==> src/rtl/refsched_pkg.sv <==
// Shared types and helpers for the flexible refresh scheduler.
// Assumes the mode input is a small integer; only 1, 2 and 4 are legal.
package refsched_pkg;

    typedef enum logic [2:0] {
        RS_NOMINAL = 3'd0,
        RS_DEFER   = 3'd1,
        RS_PAYBACK = 3'd2,
        RS_AHEAD   = 3'd3,
        RS_REALIGN = 3'd4,
        RS_SKIP    = 3'd5
    } rs_state_e;

    // Log2 of the mode value; illegal modes fall back to mode 1.
    function automatic logic [1:0] mode_shift(input logic [2:0] mode);
        case (mode)
            3'd2:    mode_shift = 2'd1;
            3'd4:    mode_shift = 2'd2;
            default: mode_shift = 2'd0;
        endcase
    endfunction

    function automatic logic mode_legal(input logic [2:0] mode);
        mode_legal = (mode == 3'd1) || (mode == 3'd2) || (mode == 3'd4);
    endfunction

endpackage

==> src/rtl/refsched_cfg.sv <==
// Derives the effective interval and the scaled limits from the raw
// configuration. Purely combinational; assumes inputs are quasi-static.
module refsched_cfg
    import refsched_pkg::*;
#(
    parameter int TW = 16,
    parameter int CW = 6,
    localparam int DW = CW + 2
) (
    input  logic [2:0]    mode,
    input  logic [TW-1:0] trefi,
    input  logic [CW-1:0] max_pp,
    input  logic [CW-1:0] max_pi,
    output logic [TW-1:0] interval,
    output logic [DW-1:0] pp_lim,
    output logic [DW-1:0] pi_lim,
    output logic          mode_bad
);

    logic [1:0] shamt;

    // Scale interval down and limits up by the mode value.
    always_comb begin
        shamt    = mode_shift(mode);
        interval = trefi >> shamt;
        pp_lim   = DW'(max_pp) << shamt;
        pi_lim   = DW'(max_pi) << shamt;
        mode_bad = !mode_legal(mode);
    end

endmodule

==> src/rtl/refsched_timer.sv <==
// Countdown between scheduling decisions. A decision fires when the count
// is zero and no request is waiting for its grant. A wait of W cycles
// places the next decision W clocks later (a wait of 0 means next clock).
// Assumes the restart value is stable while reset is held.
module refsched_timer #(
    parameter int TW = 16
) (
    input  logic          clk,
    input  logic          rst_n,
    input  logic          restart,
    input  logic [TW-1:0] restart_wait,
    input  logic          hold,
    input  logic [TW-1:0] next_wait,
    output logic          fire,
    output logic [TW-1:0] count
);

    logic [TW-1:0] restart_load;
    logic [TW-1:0] next_load;

    // Convert a wait in cycles into a count load value.
    always_comb begin
        restart_load = (restart_wait == '0) ? '0 : restart_wait - 1'b1;
        next_load    = (next_wait == '0)    ? '0 : next_wait - 1'b1;
        fire         = (count == '0) && !hold && !restart;
    end

    // Load, reload on decision, or count down while not frozen.
    always_ff @(posedge clk) begin
        if (!rst_n || restart) begin
            count <= restart_load;
        end else if (fire) begin
            count <= next_load;
        end else if (!hold && count != '0) begin
            count <= count - 1'b1;
        end
    end

endmodule

==> src/rtl/refsched_fsm.sv <==
// Decision state machine: defer, payback burst, run-ahead, realign, skip.
// Acts only on timer decisions; owns the debt counter, the latched burst
// or run-ahead length, and the held refresh request.
// Assumes trfc >= 2 so back-to-back requests are separated by a low cycle.
module refsched_fsm
    import refsched_pkg::*;
#(
    parameter int TW = 16,
    parameter int CW = 6,
    localparam int DW = CW + 2,
    localparam int PW = TW + DW
) (
    input  logic          clk,
    input  logic          rst_n,
    input  logic          restart,
    input  logic          fire,
    input  logic          pending,
    input  logic          force_max,
    input  logic          grant,
    input  logic [TW-1:0] interval,
    input  logic [TW-1:0] trfc,
    input  logic [DW-1:0] pp_lim,
    input  logic [DW-1:0] pi_lim,
    output logic [TW-1:0] wait_val,
    output logic          ref_req,
    output rs_state_e     state,
    output logic [DW-1:0] debt
);

    rs_state_e     state_n;
    logic [DW-1:0] debt_n;
    logic [DW-1:0] span;
    logic [DW-1:0] span_n;
    logic          from_ahead;
    logic          from_ahead_n;
    logic          issue;
    logic          may_defer;
    logic          may_ahead;
    logic [DW-1:0] align_mult;
    logic [PW-1:0] align_cut;
    logic [TW-1:0] align_wait;

    // Permission terms and the realignment wait, saturated at zero.
    always_comb begin
        may_defer  = (pending || force_max) && (debt < pp_lim);
        may_ahead  = !pending && (debt < pi_lim);
        align_mult = from_ahead ? span : span - 1'b1;
        align_cut  = PW'(trfc) * PW'(align_mult);
        align_wait = (PW'(interval) > align_cut) ? TW'(PW'(interval) - align_cut) : '0;
    end

    // Next-state, debt and wait selection for one decision.
    always_comb begin
        state_n      = state;
        debt_n       = debt;
        span_n       = span;
        from_ahead_n = from_ahead;
        issue        = 1'b0;
        wait_val     = '0;
        case (state)
            RS_NOMINAL: begin
                if (may_defer) begin
                    state_n = RS_DEFER;
                end else if (may_ahead) begin
                    state_n = RS_AHEAD;
                    span_n  = '0;
                end else begin
                    issue    = 1'b1;
                    wait_val = interval;
                end
            end
            RS_DEFER: begin
                if (may_defer) begin
                    debt_n   = debt + 1'b1;
                    wait_val = interval;
                end else if (debt == '0) begin
                    state_n = RS_NOMINAL;
                end else begin
                    state_n = RS_PAYBACK;
                    span_n  = debt;
                end
            end
            RS_PAYBACK: begin
                issue  = 1'b1;
                debt_n = debt - 1'b1;
                if (debt == DW'(1)) begin
                    state_n      = RS_REALIGN;
                    from_ahead_n = 1'b0;
                end else begin
                    wait_val = trfc;
                end
            end
            RS_AHEAD: begin
                if (may_ahead) begin
                    issue    = 1'b1;
                    debt_n   = debt + 1'b1;
                    span_n   = debt + 1'b1;
                    wait_val = trfc;
                end else begin
                    state_n      = RS_REALIGN;
                    from_ahead_n = 1'b1;
                end
            end
            RS_REALIGN: begin
                wait_val = align_wait;
                state_n  = from_ahead ? RS_SKIP : RS_NOMINAL;
            end
            RS_SKIP: begin
                if (debt == '0) begin
                    state_n = RS_NOMINAL;
                end else begin
                    debt_n   = debt - 1'b1;
                    wait_val = interval;
                    if (debt == DW'(1)) begin
                        state_n = RS_NOMINAL;
                    end
                end
            end
            default: state_n = RS_NOMINAL;
        endcase
    end

    // State registers advance only on decisions; restart clears them.
    always_ff @(posedge clk) begin
        if (!rst_n || restart) begin
            state      <= RS_NOMINAL;
            debt       <= '0;
            span       <= '0;
            from_ahead <= 1'b0;
        end else if (fire) begin
            state      <= state_n;
            debt       <= debt_n;
            span       <= span_n;
            from_ahead <= from_ahead_n;
        end
    end

    // Refresh request: set on an issuing decision, cleared by grant.
    always_ff @(posedge clk) begin
        if (!rst_n || restart) begin
            ref_req <= 1'b0;
        end else if (fire && issue) begin
            ref_req <= 1'b1;
        end else if (grant) begin
            ref_req <= 1'b0;
        end
    end

endmodule

==> src/rtl/refresh_sched.sv <==
// Top of the flexible refresh scheduler: configuration scaling, decision
// timer and decision state machine. Assumes configuration changes only
// while reset or reinit is applied.
module refresh_sched
    import refsched_pkg::*;
#(
    parameter int TW = 16,
    parameter int CW = 6,
    localparam int DW = CW + 2
) (
    input  logic          clk,
    input  logic          rst_n,
    input  logic          reinit,
    input  logic          req_pending,
    input  logic          force_burst,
    input  logic [2:0]    cfg_mode,
    input  logic [TW-1:0] cfg_trefi,
    input  logic [TW-1:0] cfg_trfc,
    input  logic [CW-1:0] cfg_max_postpone,
    input  logic [CW-1:0] cfg_max_pullin,
    input  logic          ref_grant,
    output logic          ref_req,
    output logic          cfg_err
);

    logic [TW-1:0] eff_interval;
    logic [DW-1:0] pp_lim;
    logic [DW-1:0] pi_lim;
    logic          mode_bad;
    logic          tmr_fire;
    logic [TW-1:0] tmr_count;
    logic [TW-1:0] dec_wait;
    logic          req_hold;
    rs_state_e     fsm_state;
    logic [DW-1:0] fsm_debt;

    refsched_cfg #(.TW(TW), .CW(CW)) u_cfg (
        .mode     (cfg_mode),
        .trefi    (cfg_trefi),
        .max_pp   (cfg_max_postpone),
        .max_pi   (cfg_max_pullin),
        .interval (eff_interval),
        .pp_lim   (pp_lim),
        .pi_lim   (pi_lim),
        .mode_bad (mode_bad)
    );

    // Timer freezes while a request waits for its grant.
    always_comb req_hold = ref_req && !ref_grant;

    refsched_timer #(.TW(TW)) u_timer (
        .clk          (clk),
        .rst_n        (rst_n),
        .restart      (reinit),
        .restart_wait (eff_interval),
        .hold         (req_hold),
        .next_wait    (dec_wait),
        .fire         (tmr_fire),
        .count        (tmr_count)
    );

    refsched_fsm #(.TW(TW), .CW(CW)) u_fsm (
        .clk       (clk),
        .rst_n     (rst_n),
        .restart   (reinit),
        .fire      (tmr_fire),
        .pending   (req_pending),
        .force_max (force_burst),
        .grant     (ref_grant),
        .interval  (eff_interval),
        .trfc      (cfg_trfc),
        .pp_lim    (pp_lim),
        .pi_lim    (pi_lim),
        .wait_val  (dec_wait),
        .ref_req   (ref_req),
        .state     (fsm_state),
        .debt      (fsm_debt)
    );

    // Registered configuration error flag.
    always_ff @(posedge clk) begin
        if (!rst_n) begin
            cfg_err <= 1'b0;
        end else begin
            cfg_err <= mode_bad;
        end
    end

endmodule

==> config.mk <==
export PLATFORM = sky130hd
export DESIGN_NAME = refresh_sched
export DESIGN_NICKNAME = d
export VERILOG_FILES = /design/src/rtl/refsched_pkg.sv /design/src/rtl/refsched_cfg.sv /design/src/rtl/refsched_timer.sv /design/src/rtl/refsched_fsm.sv /design/src/rtl/refresh_sched.sv
export SDC_FILE = /design/constraint.sdc
export NUM_CORES = 1
export LEC_CHECK = 0
export ABC_AREA = 0
export BUFFER_PORTS_ARGS = -buffer_cell sky130_fd_sc_hd__buf_4
export CAP_MARGIN = 20
export CORE_ASPECT_RATIO = 0.5
export CORE_MARGIN = 4
export CORE_UTILIZATION = 40
export CTS_CLUSTER_SIZE = 28
export DETAILED_ROUTE_END_ITERATION = 10
export SETUP_SLACK_MARGIN = 0.2
export SYNTH_ARGS = -nofsm -noshare
export SYNTH_HDL_FRONTEND = slang
export SYNTH_HIERARCHICAL = 1
export SYNTH_SLANG_ARGS = --single-unit
==> constraint.sdc <==
create_clock -name clk -period 9.8 [get_ports clk]
set_input_delay 0.49 -clock clk [delete_from_list [all_inputs] [get_ports clk]]
set_output_delay 0.49 -clock clk [all_outputs]
set_load 0.02 [all_outputs]
; Word level (Yosys, flattened, before mapping)
; Cells that the tools add are included.
; W data, S select, Z words.
[word_totals]
reg_bits = 38
in_bits = 53
output_inout_bits = 2
word_cells = 116
[classes]
add_sub_neg = 7
n_mul = 1
n_lt_le_gt_ge = 3
n_eq_ne = 20
shifts = 3
mux = 43
n_reduce_logical = 32
[ops]
columns = op, count
row1 = $mux W16, 12
row2 = $pmux W16 S6, 1
row3 = $mux W8, 8
row4 = $logic_not A16 Y1, 3
row5 = $sub A16 B1 Y16 const B, 3
row6 = $pmux W8 S4, 1
row7 = $gt A16 B24 Y1, 1
row8 = $mul A16 B8 Y24, 1
row9 = $mux W3, 8
row10 = $pmux W8 S3, 1
row11 = $pmux W3 S6, 1
row12 = $lt A8 B8 Y1, 2
row13 = $reduce_bool A16 Y1, 1
row14 = $shl A6 B2 Y8, 2
row15 = $shr A16 B2 Y16, 1
row16 = $sub A16 B16 Y16, 1
row17 = $sub A8 B1 Y8 const B, 2
row18 = $ne A2 B2 Y1 const B, 5
row19 = $eq A3 B2 Y1 const B, 3
row20 = $eq A3 B3 Y1 const B, 3
row21 = $add A8 B1 Y8 const B, 1
row22 = $eq A8 B1 Y1 const B, 1
row23 = $logic_not A8 Y1, 1
row24 = $ne A2 B1 Y1 const B, 4
row25 = other kinds (18), 42

; Longest topological paths before layout
; Gate-level depths: netlist of run 1.
[logic_depth]
depth_word = 12
depth_mapped = 38
ltp_nobuf = 36

; Hierarchy
; The synthesis of run 1 kept the hierarchy.
[modules_own_cells]
columns = module, instances, cells_each, area_per_inst_um2, seq_area_each_um2
row1 = refsched_fsm, 1, 923, 7307.0, 420.4
row2 = refsched_timer, 1, 186, 1660.3, 480.5
row3 = refsched_cfg, 1, 79, 616.8, 0.0
row4 = refresh_sched, 1, 3, 40.0, 20.0

; Worst setup path after synthesis of run 1
; Ideal clock, no wire load.
[synth_path]
path_type = reg2reg
startpoint = register u_fsm.from_ahead
endpoint = register u_timer.count[11] (data pin)
setup_ps = 281
t_arrival_ps = 8026
t_required_ps = 9519
slack_ps = 1493
path_stages_with_launch = 37
n_path_buf = 4
period_less_slack_ps = 8307
path_cell_list = dfxtp_1 clkbuf_1 nor3_1 nand2_1 or3_1 xnor2_1 clkbuf_1 nand2_1 fa_1 fa_1 inv_1 fa_1 inv_1 fa_1 inv_1 ha_1 a21oi_1 o21ai_1 a21o_1 a21oi_1 xor2_1 ha_1 nand2_1 o21ai_0 a21oi_1 nor3_1 o2111a_2 nand4b_4 buf_6 o21ai_2 inv_1 ha_1 or3b_4 or4_4 o41ai_4 buf_6 o221ai_1
[synth_via]
elab_chain_cells = 9
word_cells_on_any_way = 11
cone_classes = 2 x add/sub / 1 x mul / 1 x order compare / 6 x mux / 1 x reduce/logical
[synth_lines]
columns = item, line
row1 = "start, declared", refsched_fsm.sv:34  ; logic from_ahead;
row2 = "start signal, assigned", refsched_fsm.sv:134  ; from_ahead <= from_ahead_n;
row3 = $mux W8 *, refsched_fsm.sv:47  ; align_mult = from_ahead ? span : span - 1'b1;
row4 = $mul A16 B8 Y24 *, refsched_fsm.sv:48  ; align_cut = PW'(trfc) * PW'(align_mult);
row5 = $gt A16 B24 Y1 or $sub A16 B16 Y16 (tied branches), refsched_fsm.sv:49  ; align_wait = (PW'(interval) > align_cut) ? TW'(PW'(interval) - align_cut) : '0;
row6 = $mux W16 *, refsched_fsm.sv:49
row7 = $pmux W16 S6 *, refsched_fsm.sv:60  ; case (state)
row8 = named net dec_wait[0], refresh_sched.sv:32  ; logic [TW-1:0] dec_wait;
row9 = $sub A16 B1 Y16 or $logic_not A16 Y1 (tied branches), refsched_timer.sv:24  ; next_load = (next_wait == '0) ? '0 : next_wait - 1'b1;
row10 = $mux W16 *, refsched_timer.sv:24
row11 = $mux W16 *, refsched_timer.sv:32  ; end else if (fire) begin
row12 = $mux W16 *, refsched_timer.sv:30  ; if (!rst_n || restart) begin
row13 = "end signal, assigned", refsched_timer.sv:31  ; count <= restart_load;
row14 = "end signal, assigned", refsched_timer.sv:33  ; count <= next_load;
row15 = "end signal, assigned", refsched_timer.sv:35  ; count <= count - 1'b1;
row16 = "end, declared", refsched_timer.sv:15  ; output logic [TW-1:0] count
; Mark *: on every way through the listed nets, which the timed path passes. The rest lies on a longest branch.
; A chain may end at the register's enable or synchronous reset.

; Final worst setup path of run 1
[layout_path]
startpoint = register u_fsm.from_ahead
endpoint = register u_timer.count[10] (data pin)
; Same word-level chain as after synthesis.

==> impl_metrics.json, run 1 <==
{
  "drc": 0,
  "synth_nets": 1412,
  "die-area_mm2": 0.02676,
  "rows": 39,
  "power.total_mw": 3.200,
  "grt_pass1_vias": 8356,
  "io_pins": 55,
  "final_area_mm2": 0.01052,
  "utilization": 0.4528,
  "vias": 8606,
  "synth.largest_area_cell": "fa_1",
  "hold_violations": 0,
  "setup_viol": 0,
  "yosysSeqAreaShare": 0.09568,
  "final_common_cell": "inv_1",
  "fin_crit_ns": 8.702,
  "clock_path_buffers": 2,
  "leakagePower_nw": 4.594,
  "synth_ff_type": "dfxtp_1",
  "max_slew_margin": 0.3821,
  "place_ws_ns": 1.196,
  "rsz0062_at_grt": "false",
  "drv_slew": 0,
  "routabilityCongestion": 0.9141,
  "initial_utilization": 0.4144,
  "vias_per_cell": 5.607,
  "crit_path_top_delay_cell": "fa_1",
  "grt_util_all_layers": 0.1931,
  "cp_max_fo": 16,
  "syn_area_per_cell_um2": 8.081,
  "worstPathRequired_ns": 9.82,
  "port_buffers": 54,
  "status": "complete, no violations",
  "whs_ns": 0.4591,
  "synthTopCellsByArea": "fa_1 (18%), ha_1 (11%), inv_1 (5.8%)",
  "drt-total-wl_um": 25930,
  "h-tree-depth": 2,
  "cts_tree": "built",
  "cts_buffers": 5,
  "synth_warnings": 6,
  "synth_top_area_share": 0.1768,
  "path_clk_slew_ns": 0.06,
  "clk_latency_ns": 0.29,
  "synthArstFlopShare": 0,
  "antenna_found_initial": 0,
  "clock_skew_ns": 0.004574,
  "final_cells": 1535,
  "critPathArrivalTime_ns": 8.72,
  "finalWorstSetupSlack_ns": 1.098,
  "worstSetupPathType": "flop to flop",
  "final_cell_mix": "inv_1 (149), nand2_1 (118), fa_1 (85)",
  "max_stage_delay_ns": 0.54,
  "grt_pass1_wl_um": 43180,
  "p_per_area_mw_per_mm2": 304.3,
  "hp-class": "input port to flop",
  "dieWidth_um": 227.4,
  "fin_nets": 1448,
  "syn_area_mm2": 0.009624,
  "core_area_mm2": 0.02323,
  "max_clock_freq_mhz": 114.9,
  "ys_ff_latch": 38,
  "antenna_cells": 0,
  "critical_path.endpoint_type": "flop",
  "die_height_um": 117.7,
  "postCtsHoldBufs": 0,
  "netlist_instances": 1191,
  "synth_edf_count": 16,
  "drv_cap": 0,
  "postCtsSetupRepairBufs": 0,
  "drt_first_pass_iters": 5,
  "area_delta_synth_final_pct": 9.269,
  "wl_per_cell_um": 16.89,
  "fin_setup_tns_ns": 0,
  "cts_resized": 0,
  "placed_area_mm2": 0.01033,
  "cts_num_sinks": 38,
  "final.period_utilization": 0.8879,
  "synth.distinct_cells": 86,
  "dp_hpwl_um": 20810,
  "drt_iter0_markers": 643,
  "placed_cells": 1527,
  "ir_drop_mv": 0.2573,
  "grt-ovfl-total": 0,
  "cp-start-kind": "flop",
  "drive_gt1_frac": 0.1042,
  "worstMarginPinSlew_ns": 0.9269,
  "grt_max_degree": 32,
  "cts_root_buf": "clkbuf_16",
  "route.antenna.remaining_nets": 0
}
==> cell type report <==
class	count	area, um2
multi-input combinational	957	7901
clock buffer	7	175.2
clock inverter	1	8.758
fill	2296	12710
inverter	150	563.0
sequential	38	920.9
tap	307	384.1
timing repair buffer	75	563.0
==> synth_stat cells (4+ instances only) <==
cell type	count
a211oi_1	7
xnor2_1	54
a22oi_1	34
o2bb2ai_1	19
o211ai_1	6
a22o_1	6
o31a_1	5
nand3_1	18
nand4_1	11
mux2i_1	12
buf_6	5
xor2_1	29
clkbuf_1	21
and2_1	64
or3_1	8
o21a_1	7
o21ai_0	43
o21ai_1	9
dfxtp_1	22
a21oi_1	43
or4_4	4
a21o_1	18
nor2_1	59
nor3b_1	8
a22oi_2	8
buf_1	7
nand2b_1	18
ha_1	83
buf_2	7
and3_1	4
o21ai_2	11
fa_1	85
o22a_1	7
o221ai_1	8
nor3_1	35
nor2b_1	35
nand2_1	118
inv_1	149
buf_4	5
nor4_1	12
edfxtp_1	16
==> per-layer routing <==
layer | track usage | up-vias | share of wire
li1 | - | 4212 | -
met1 | 0.3070 | 4113 | 0.52
met2 | 0.2808 | 253 | 0.41
met3 | 0.02068 | 28 | 0.055
met4 | 0.03625 | 0 | 0.011
met5 | 0 | - | 0
==> sequential cells by signal, summed over array words and instances (netlist names) <==
register / cells
u_fsm/from_ahead: 1
u_fsm/ref_req: 1
u_fsm/state: 3
u_timer/count: 16
u_fsm/debt: 8
u_fsm/span: 8
cfg_err: 1
==> power breakdown <==
group / internal (mW) / total (mW) / switching (mW) / leakage, nW
sequential: 0.177 / 0.188 / 0.0103 / 0.352
clock: 0.126 / 0.193 / 0.0670 / 0.0904
combinational: 1.12 / 2.82 / 1.70 / 4.15
==> worst paths after layout <==
path                            end  slack, ns  cells past startpoint        startpoint
setup / recovery  u_timer/count[10]       1.10                     34  u_fsm/from_ahead
hold / removal              cfg_err       0.46                      2             rst_n
setup reg to reg  u_timer/count[10]       1.10                     34  u_fsm/from_ahead
hold reg to reg       u_fsm/span[1]       0.49                      2     u_fsm/span[1]
==> critical path: cells and delay by family, from the launching register on <==
family,cells,cell delay (ns)
AO/OA/AOI/OAI,9,1.62
XOR/XNOR,3,0.48
adder cells (fa/ha/maj),7,2.96
buffers and inverters,5,0.45
flip-flops,1,0.39
AND/OR/NAND/NOR,10,2.51
==> kinds of logic (layout without fill, tap and decap cells) <==
group | Yosys count | after routing | synth area share
fa+ha+maj | 168 | 168 | 0.2847
buf+inv | 196 | 233 | 0.08333
xor+xnor | 83 | 83 | 0.07553
mux | 12 | 12 | 0.01248
flops | 38 | 38 | 0.09568
simple gates | 420 | 420 | 0.2327
compound gates | 274 | 274 | 0.2155
(Power assumes the default switching activity.)
==> inputs of run 2 (changes only) <==
- ABC_AREA: 0 -> 1
==> run 2 against run 1 <==
Critical path depth increased by 8. Routed wire length increased by 10%. First-iteration DRC count increased by 38%. Global-route usage increased by 1.2 points. Synthesized cell count increased by 36%. Highest routed layer unchanged.
==> impl_metrics.json, run 2 <==
{
  "status": "complete, no violations",
  "ys_ff_latch": 38,
  "initial_utilization": 0.4069,
  "ys_top_cells_by_count": "nand2_1 (401), inv_1 (292), nor2_1 (218), nand3_1 (171), fa_1 (85)",
  "largest_register_ffs": 16,
  "synthArstFlopShare": 0,
  "p_per_area_mw_per_mm2": 291.2,
  "finalWorstSetupSlack_ns": 1.486,
  "die-area_mm2": 0.02840,
  "max_clock_freq_mhz": 120.3,
  "synth-compound-area-share": 0.06678,
  "final_area_mm2": 0.01107,
  "largest-register": "u_timer/count",
  "hold_violations": 0,
  "synth.distinct_cells": 53,
  "drv_slew": 0,
  "routabilityCongestion": 0.9070,
  "cts_tree": "built",
  "core_area_mm2": 0.02519,
  "hp-class": "input port to flop",
  "grt_pass1_vias": 9175,
  "worstMarginPinSlew_ns": 0.6826,
  "cp-start-kind": "flop",
  "h-tree-depth": 2,
  "port_buffers": 54,
  "wl_per_cell_um": 14.28,
  "vias_per_cell": 4.939,
  "grt_pass1_wl_um": 47150,
  "path_clk_slew_ns": 0.07,
  "route.antenna.remaining_nets": 0,
  "drt-total-wl_um": 28620,
  "synth_nets": 1845,
  "final_cell_mix": "nand2_1 (401), inv_1 (292), nor2_1 (218)",
  "synth.largest_area_cell": "fa_1",
  "die_height_um": 121.2,
  "critPathArrivalTime_ns": 8.48,
  "crit_path_top_delay_cell": "xor2_1",
  "clock_path_buffers": 2,
  "postCtsHoldBufs": 0,
  "cp_num_buf_inv": 8,
  "utilization": 0.4396,
  "worstSetupPathType": "flop to flop",
  "synthTopCellsByArea": "fa_1 (17%), nand2_1 (15%), inv_1 (11%)",
  "rsz0062_at_grt": "false",
  "cp_max_fo": 16,
  "area_delta_synth_final_pct": 8.045,
  "rows": 41,
  "clk_latency_ns": 0.30,
  "synthSimpleGateAreaFrac": 0.3958,
  "dp_hpwl_um": 24210,
  "final.period_utilization": 0.8484,
  "max_slew_margin": 0.5436,
  "fin_nets": 1880,
  "synth_top_family_by_area": "simple AND/OR/NAND/NOR gates",
  "antenna_cells": 0,
  "antenna_found_initial": 0,
  "drive_gt1_frac": 0.09759,
  "max_stage_delay_ns": 0.57,
  "grt-ovfl-total": 0,
  "setup_viol": 0,
  "fin_crit_ns": 8.314,
  "reg_top3": "u_timer/count: 16 flops, u_fsm/debt: 8 flops, u_fsm/span: 8 flops",
  "whs_ns": 0.3933,
  "synth_warnings": 6,
  "synth_ff_type": "dfxtp_1",
  "final_cells": 2004,
  "power.total_mw": 3.225,
  "critical_path.endpoint_type": "flop",
  "synth.most_common_cell": "nand2_1",
  "leakagePower_nw": 5.853,
  "placed_area_mm2": 0.01091,
  "placed_cells": 1996,
  "grt_max_degree": 29,
  "synthXorXnorAreaFrac": 0.04786,
  "drt_iter0_markers": 890,
  "place_ws_ns": 1.429,
  "cp_common_cell": "nand2_1",
  "ir_drop_mv": 0.2796,
  "vias": 9897,
  "cts_buffers": 5,
  "clock_skew_ns": 0.01305,
  "syn_area_per_cell_um2": 6.311,
  "critPathTopFamily": "simple AND/OR/NAND/NOR gates",
  "yosysSeqAreaShare": 0.08985,
  "fill_cells": 2742,
  "grt_util_all_layers": 0.2049,
  "worstPathRequired_ns": 9.96,
  "cts_resized": 0,
  "synth_adder_area_share": 0.2674,
  "synth_edf_count": 16,
  "cts_root_buf": "clkbuf_16",
  "postCtsSetupRepairBufs": 0,
  "drc": 0,
  "synth_top_area_share": 0.1660,
  "syn_area_mm2": 0.01025,
  "dieWidth_um": 234.4,
  "netlist_instances": 1624,
  "synthMuxAreaShare": 0,
  "final_common_cell": "nand2_1",
  "fin_setup_tns_ns": 0,
  "io_pins": 55,
  "cts_num_sinks": 38,
  "drv_cap": 0,
  "drt_first_pass_iters": 5
}
==> run 2: cell types whose count changed after synthesis, sizes merged, moves of 40 or more <==
cell   previous run  this run
a22oi            42         2
nor2             59       249
inv             150       306
nand3            18       186
nand2           118       421
and2             64         5
==> run 2: metal layers <==
layer | global-route usage | up-vias | routed length (um)
met5 | 0 | - | 0
met3 | 0.03401 | 23 | 1517
li1 | - | 5107 | -
met1 | 0.3133 | 4567 | 14750
met2 | 0.3096 | 200 | 12080
met4 | 0.02727 | 0 | 270
==> run 2: cell families (layout without fill, tap and decap cells) <==
logic type,after synthesis,in the layout
AND/OR/NAND/NOR,906,906
XOR/XNOR,56,56
flip-flops,38,38
buffers and inverters,337,373
adder cells (fa/ha/maj),168,168
AO/OA/AOI/OAI,119,119
==> run 2: final timing paths <==
path	end	slack [ns]	start	cells after the start
hold reg to reg	u_fsm/ref_req	0.49	u_fsm/ref_req	2
setup / recovery	u_timer/count[7]	1.49	u_fsm/from_ahead	42
hold / removal	cfg_err	0.39	rst_n	3
setup reg to reg	u_timer/count[7]	1.49	u_fsm/from_ahead	42
==> run 2: final cells by class <==
| type | instances | area (um2) | share of cell area |
|---|---|---|---|
| Multi-Input combinational cell | 1249 | 7971 | 0.7199 |
| Inverter | 307 | 1155 | 0.1043 |
| Sequential cell | 38 | 920.9 | 0.08316 |
| Timing Repair Buffer | 58 | 435.4 | 0.03932 |
| Tap cell | 344 | 430.4 | 0.03887 |
| Clock buffer | 6 | 150.1 | 0.01356 |
| Clock inverter | 2 | 10.01 | 0.0009040 |
==> run 2: power by group <==
| group | switching (mW) | internal [mW] |
|---|---|---|
| combinational | 1.77 | 1.08 |
| clock | 0.0742 | 0.109 |
| sequential | 0.0103 | 0.177 |
==> run 2: tightest hold or removal path: stages <==
cell,delay (ns)
buf_4,0.10
nand2_1,0.05
inv_1,0.04
